<file path="src/rtl/fu_pkg.sv">
package fu_pkg;

  typedef enum logic {
    FU_EXTRACT = 1'b0,
    FU_INSERT  = 1'b1
  } fu_mode_e;

endpackage

</file>
<file path="src/rtl/fu_shifter.sv">
module fu_shifter #(
  parameter int DATA_W  = 32,
  parameter int SHIFT_W = $clog2(DATA_W)
) (
  input  logic [DATA_W-1:0]  left_i,
  input  logic [DATA_W-1:0]  right_i,
  input  logic [SHIFT_W-1:0] shamt_i,
  output logic [DATA_W-1:0]  field_o
);

  // Funnel shift: upper half of {hi,lo} after a left shift.
  function automatic logic [DATA_W-1:0] funnel_hi(
    input logic [DATA_W-1:0]  hi,
    input logic [DATA_W-1:0]  lo,
    input logic [SHIFT_W-1:0] amt
  );
    logic [2*DATA_W-1:0] cat;
    cat = {hi, lo} << amt;
    return cat[2*DATA_W-1:DATA_W];
  endfunction

  assign field_o = funnel_hi(left_i, right_i, shamt_i);

endmodule

</file>
<file path="src/rtl/fu_mask_gen.sv">
module fu_mask_gen
  import fu_pkg::*;
#(
  parameter int DATA_W  = 32,
  parameter int SHIFT_W = $clog2(DATA_W),
  parameter int MASKW_W = SHIFT_W + 1
) (
  input  fu_mode_e           mode_i,
  input  logic [MASKW_W-1:0] width_i,
  input  logic [SHIFT_W-1:0] shamt_i,
  output logic [DATA_W-1:0]  base_mask_o,
  output logic [DATA_W-1:0]  eff_mask_o
);

  localparam logic [DATA_W-1:0]  ONES    = {DATA_W{1'b1}};
  localparam logic [MASKW_W-1:0] FULL_W  = MASKW_W'(DATA_W);

  // Low-ones mask of the given width, saturating at the word size.
  function automatic logic [DATA_W-1:0] low_ones(input logic [MASKW_W-1:0] n);
    if (n >= FULL_W) return ONES;
    return ~(ONES << n);
  endfunction

  // Clear the low 'amt' bits of a mask.
  function automatic logic [DATA_W-1:0] trim_low(
    input logic [DATA_W-1:0]  m,
    input logic [SHIFT_W-1:0] amt
  );
    return m & (ONES << amt);
  endfunction

  assign base_mask_o = low_ones(width_i);
  assign eff_mask_o  = (mode_i == FU_INSERT) ? trim_low(base_mask_o, shamt_i)
                                             : base_mask_o;

endmodule

</file>
<file path="src/rtl/fu_merge.sv">
module fu_merge
  import fu_pkg::*;
#(
  parameter int DATA_W = 32
) (
  input  fu_mode_e          mode_i,
  input  logic [DATA_W-1:0] field_i,
  input  logic [DATA_W-1:0] mask_i,
  input  logic [DATA_W-1:0] back_i,
  output logic [DATA_W-1:0] merged_o
);

  // Per-bit select between the shifted field and a background word.
  function automatic logic [DATA_W-1:0] bit_select(
    input logic [DATA_W-1:0] m,
    input logic [DATA_W-1:0] a,
    input logic [DATA_W-1:0] b
  );
    return (m & a) | (~m & b);
  endfunction

  logic [DATA_W-1:0] background;
  assign background = (mode_i == FU_INSERT) ? back_i : '0;
  assign merged_o   = bit_select(mask_i, field_i, background);

endmodule

</file>
<file path="src/rtl/fu_field_unit.sv">
module fu_field_unit
  import fu_pkg::*;
#(
  parameter int DATA_W  = 32,
  parameter bit OUT_REG = 1'b1,
  localparam int SHIFT_W = $clog2(DATA_W),
  localparam int MASKW_W = SHIFT_W + 1
) (
  input  logic               clk,
  input  logic               rst_n,
  input  logic               insert_i,
  input  logic [DATA_W-1:0]  left_i,
  input  logic [DATA_W-1:0]  right_i,
  input  logic [MASKW_W-1:0] width_i,
  input  logic [SHIFT_W-1:0] shamt_i,
  output logic [DATA_W-1:0]  result_o
);

  fu_mode_e          mode;
  logic [DATA_W-1:0] shifted_w;
  logic [DATA_W-1:0] base_mask_w;
  logic [DATA_W-1:0] eff_mask_w;
  logic [DATA_W-1:0] merged_w;

  assign mode = insert_i ? FU_INSERT : FU_EXTRACT;

  fu_shifter #(.DATA_W(DATA_W), .SHIFT_W(SHIFT_W)) u_shifter (
    .left_i  (left_i),
    .right_i (right_i),
    .shamt_i (shamt_i),
    .field_o (shifted_w)
  );

  fu_mask_gen #(.DATA_W(DATA_W), .SHIFT_W(SHIFT_W), .MASKW_W(MASKW_W)) u_mask (
    .mode_i      (mode),
    .width_i     (width_i),
    .shamt_i     (shamt_i),
    .base_mask_o (base_mask_w),
    .eff_mask_o  (eff_mask_w)
  );

  fu_merge #(.DATA_W(DATA_W)) u_merge (
    .mode_i   (mode),
    .field_i  (shifted_w),
    .mask_i   (eff_mask_w),
    .back_i   (right_i),
    .merged_o (merged_w)
  );

  generate
    if (OUT_REG) begin : g_reg
      always_ff @(posedge clk or negedge rst_n) begin
        if (!rst_n) result_o <= '0;
        else        result_o <= merged_w;
      end
    end else begin : g_comb
      assign result_o = merged_w;
    end
  endgenerate

endmodule

</file>
<file path="config.mk">
export PLATFORM = sky130hd
export DESIGN_NAME = fu_field_unit
export DESIGN_NICKNAME = d
export VERILOG_FILES = /design/src/rtl/fu_pkg.sv /design/src/rtl/fu_shifter.sv /design/src/rtl/fu_mask_gen.sv /design/src/rtl/fu_merge.sv /design/src/rtl/fu_field_unit.sv
export SDC_FILE = /design/constraint.sdc
export NUM_CORES = 1
export LEC_CHECK = 0
export BUFFER_PORTS_ARGS = -buffer_cell sky130_fd_sc_hd__buf_2
export CAP_MARGIN = 5
export CORE_MARGIN = 8
export CORE_UTILIZATION = 50
export CTS_BUF_LIST = sky130_fd_sc_hd__clkbuf_16
export DETAILED_ROUTE_END_ITERATION = 10
export PLACE_DENSITY = 0.74
export SETUP_SLACK_MARGIN = 0.1
export SKIP_CTS_REPAIR_TIMING = 1
export SLEW_MARGIN = 25
export SYNTH_ARGS = -nofsm -noshare
export SYNTH_HDL_FRONTEND = slang
export SYNTH_HIERARCHICAL = 1
export SYNTH_SLANG_ARGS = --single-unit
</file>
<file path="constraint.sdc">
create_clock -name clk -period 0.8 [get_ports clk]
set_clock_uncertainty 0.15 [all_clocks]
set_input_delay 0.12 -clock clk [delete_from_list [all_inputs] [get_ports clk]]
set_output_delay 0.12 -clock clk [all_outputs]
set_load 0.005 [all_outputs]
</file>
Word-level counts from Yosys, hierarchy flattened
Cells that the tools add are included.
{"block": "totals", "reg_bits": 32, "latchBits": 0, "ram_bits": 0, "mem_bits_ro": 0, "output_inout_bits": 32, "wordCells": 17, "memories": 0}
{"block": "classes", "addsub": 0, "mul": 0, "div": 0, "order_cmp": 1, "eq_ne": 0, "shifts": 3, "n_mux": 6, "bitwise_logic": 6, "reduce_logical": 0}
{"operator": "32-bit 2-to-1 mux", "count": 4}
{"operator": "32-bit AND", "count": 3}
{"operator": "32-bit inverter", "count": 2}
{"operator": "64-bit by 5-bit left shift with 64-bit output", "count": 1}
{"operator": "32-bit OR", "count": 1}
{"operator": "32-bit by 5-bit left shift with 32-bit output (first input constant)", "count": 1}
{"operator": "32-bit by 6-bit left shift with 32-bit output (first input constant)", "count": 1}
{"operator": "6-bit greater-or-equal comparator (second input constant)", "count": 1}
{"operator": "1-bit 2-to-1 mux", "count": 2}

Logic depth before layout (Yosys ltp)
{"block": "depth", "depth_word": 8, "depth_mapped": 11}

By module
Netlist, hierarchy kept.
{"module": "fu_shifter", "instances": 1, "cells_each": 364, "area_per_inst_um2": 3338.2, "seq_area_each_um2": 0.0}
{"module": "fu_mask_gen", "instances": 1, "cells_each": 143, "area_per_inst_um2": 828.3, "seq_area_each_um2": 0.0}
{"module": "fu_field_unit", "instances": 1, "cells_each": 32, "area_per_inst_um2": 800.8, "seq_area_each_um2": 800.8}
{"module": "fu_merge", "instances": 1, "cells_each": 99, "area_per_inst_um2": 546.8, "seq_area_each_um2": 0.0}

Worst setup path after synthesis
No wires, ideal clock.
{"block": "synth_timing", "path_type": "input-to-reg", "start": "input port shamt_i[1]", "end": "register result_o[3]", "arrival_ns": 1.799, "setup_slack_ns": -1.273, "stages": 9, "n_path_buf": 3, "cell_sequence": "buf_6 buf_12 buf_12 mux2_4 mux4_2 a222oi_1 nand3_1 nand2_1 o21ai_2"}
{"block": "synth_between", "word_cells_on_any_way": 8}
{"item": "from (decl)", "line": "fu_field_unit.sv:15", "text": "input logic [SHIFT_W-1:0] shamt_i,"}
{"item": "64-bit by 5-bit left shift with 64-bit output", "line": "fu_shifter.sv:18", "text": "cat = {hi, lo} << amt;"}
{"item": "net shifted_w[3]", "line": "fu_field_unit.sv:20", "text": "logic [DATA_W-1:0] shifted_w;"}
{"item": "32-bit AND", "line": "fu_merge.sv:19", "text": "return (m & a) | (~m & b);"}
{"item": "32-bit OR", "line": "fu_merge.sv:19"}
{"item": "net merged_w[3]", "line": "fu_field_unit.sv:23", "text": "logic [DATA_W-1:0] merged_w;"}
{"item": "to (signal assigned)", "line": "fu_field_unit.sv:54", "text": "else result_o <= merged_w;"}
{"item": "to (decl)", "line": "fu_field_unit.sv:16", "text": "output logic [DATA_W-1:0] result_o"}
The timed path passes the listed nets, and every way through them passes these cells.

Final worst setup path
{"block": "layout_timing", "start": "input port shamt_i[1]", "end": "register result_o[25]"}
The elaborated chain is that of the path after synthesis.

==> run summary <==
total clock buffers created by CTS - 5
RSZ-0062 raised after global routing - yes
min cycle time layout - 1.95 ns
Clk pin slew, worst setup/hold paths - 0.05 ns
I/O pin cnt - 110
final setup TNS - -40.40 ns
CTS root buf - clkbuf_16
GRT overflow - 0
routed wire length per instance - 25.9 µm
most common cell after layout, fill and taps aside - buf_4
Required @ worst endpoint - 0.82 ns
FP Rows - 38
status - finished, violations left
Final Setup Violations - 64
total power - 9.61 mW
Antenna Nets Post-Route - 0
Biggest register - result_o
area delta synth->final - 50.8%
biggest regs - result_o (32)
Hold Slack - -0.460 ns
violated checks - hold timing, setup timing
CTS tree - built
DRC errors left - 0
die area - 0.0145 mm²
Layout Nets - 985
critical path type - in -> reg
leakage - 3.81 nW
fin. max-slew vios - 0
Initial Utilization - 0.508
Clock Sinks - 32
number of global-route vias before repair - 6740
Mapped Area - 0.00546 mm²
Hold WC Path Type - in -> async
fin crit share - 2.44
Crit. End Element - flop
Worst Path Max Fanout - 8
DR vias - 7096
Synthesized Nets - 701
total wire length - 27200 µm
post-route cell area - 0.00823 mm²
synth warn - 6
Max transition margin - 0.631
power density cells - 1170 mW/mm²
final worst-path setup slack - -1.15 ns
chip width - 120 µm
share of layout cells above drive strength 1 - 0.562
largest net degree at the start of global routing - 23
drt pass-1 iters - 6
Post-Place Cell Area - 0.00758 mm²
Avg Cell Area, Syn - 8.76 µm²
Final Non-Filler Cells - 1049
GPL Wtd Cong - 1.09
most frequent cells in the layout - 204 x buf_4, 107 x buf_2, 100 x nand2_1
GRT Total Usage - 0.348
Largest register FFs - 32
via density per instance - 6.76
Std-Cell Core Area - 0.0107 mm²
first-pass GRT wire length - 38900 µm
Detailed Route Iter0 Violations - 1031
peak supply drop - 1.04 mV
Bufs on Longest Clock Path - 2
CP Launch Type - primary input
Max Clk Rate - 513 MHz
critical path arrival - 1.97 ns
I/O Buffers - 109
# Max-Cap Violations - 0
Worst Tran Pin Value - 0.551 ns
H-tree lvl count - 2
final hold viol count - 39
placed cells - 1031
DP HPWL - 21500 µm
Syn Inst Count - 623
antenna violations before repair - 1
Die Ht - 120 µm
==> metrics by stage <==
stage	hold slack, ns	util	worst slack (ns)
after floorplan	-0.326	-	-1.24
after global placement	-0.167	0.705	-1.68
after detailed placement	-0.162	0.705	-1.64
after CTS	-0.459	0.718	-1.38
after global routing	-0.451	0.766	-1.16
final	-0.460	0.766	-1.15
==> worst max path at each step <==
stage	from	end	slack [ns]	cells past startpoint
floorplan	shamt_i[1]	result_o[3]	-1.24	9
global placement	shamt_i[1]	result_o[18]	-1.68	9
detailed placement	shamt_i[1]	result_o[18]	-1.64	9
CTS	shamt_i[1]	result_o[18]	-1.38	9
global route	shamt_i[1]	result_o[31]	-1.16	8
finish	shamt_i[1]	result_o[25]	-1.15	10
==> final cells by class <==
class | instances | area, µm²
antenna | 1 | 2.50
clock buffer | 5 | 125
clock inverter | 3 | 13.8
fill | 759 | 2520
inverter | 7 | 26.3
multi-input combinational | 527 | 4610
sequential | 32 | 801
tap | 140 | 175
timing repair buffer | 334 | 2470
==> routing by layer <==
layer / track usage / wire, µm / up-vias
li1: - / - / 3009
met5: 0 / 0 / -
met1: 0.446 / 10400 / 3354
met2: 0.534 / 12000 / 608
met4: 0.169 / 1610 / 0
met3: 0.0881 / 3170 / 125
==> power breakdown <==
part | internal (mW) | switching [mW] | total (mW)
Combinational | 2.80 | 3.05 | 5.84
Sequential | 1.84 | 0.0696 | 1.91
Clock | 1.13 | 0.727 | 1.86
Total | 5.77 | 3.84 | 9.61
==> worst max-delay path: stages <==
cell	delay (ns)
buf_16	0.11
buf_4	0.12
mux4_2	0.50
mux2_4	0.30
buf_6	0.14
mux2i_1	0.14
buf_4	0.19
o211ai_1	0.16
nand2_1	0.12
o21ai_2	0.05
Note: power is estimated with default switching activity, not from simulation.
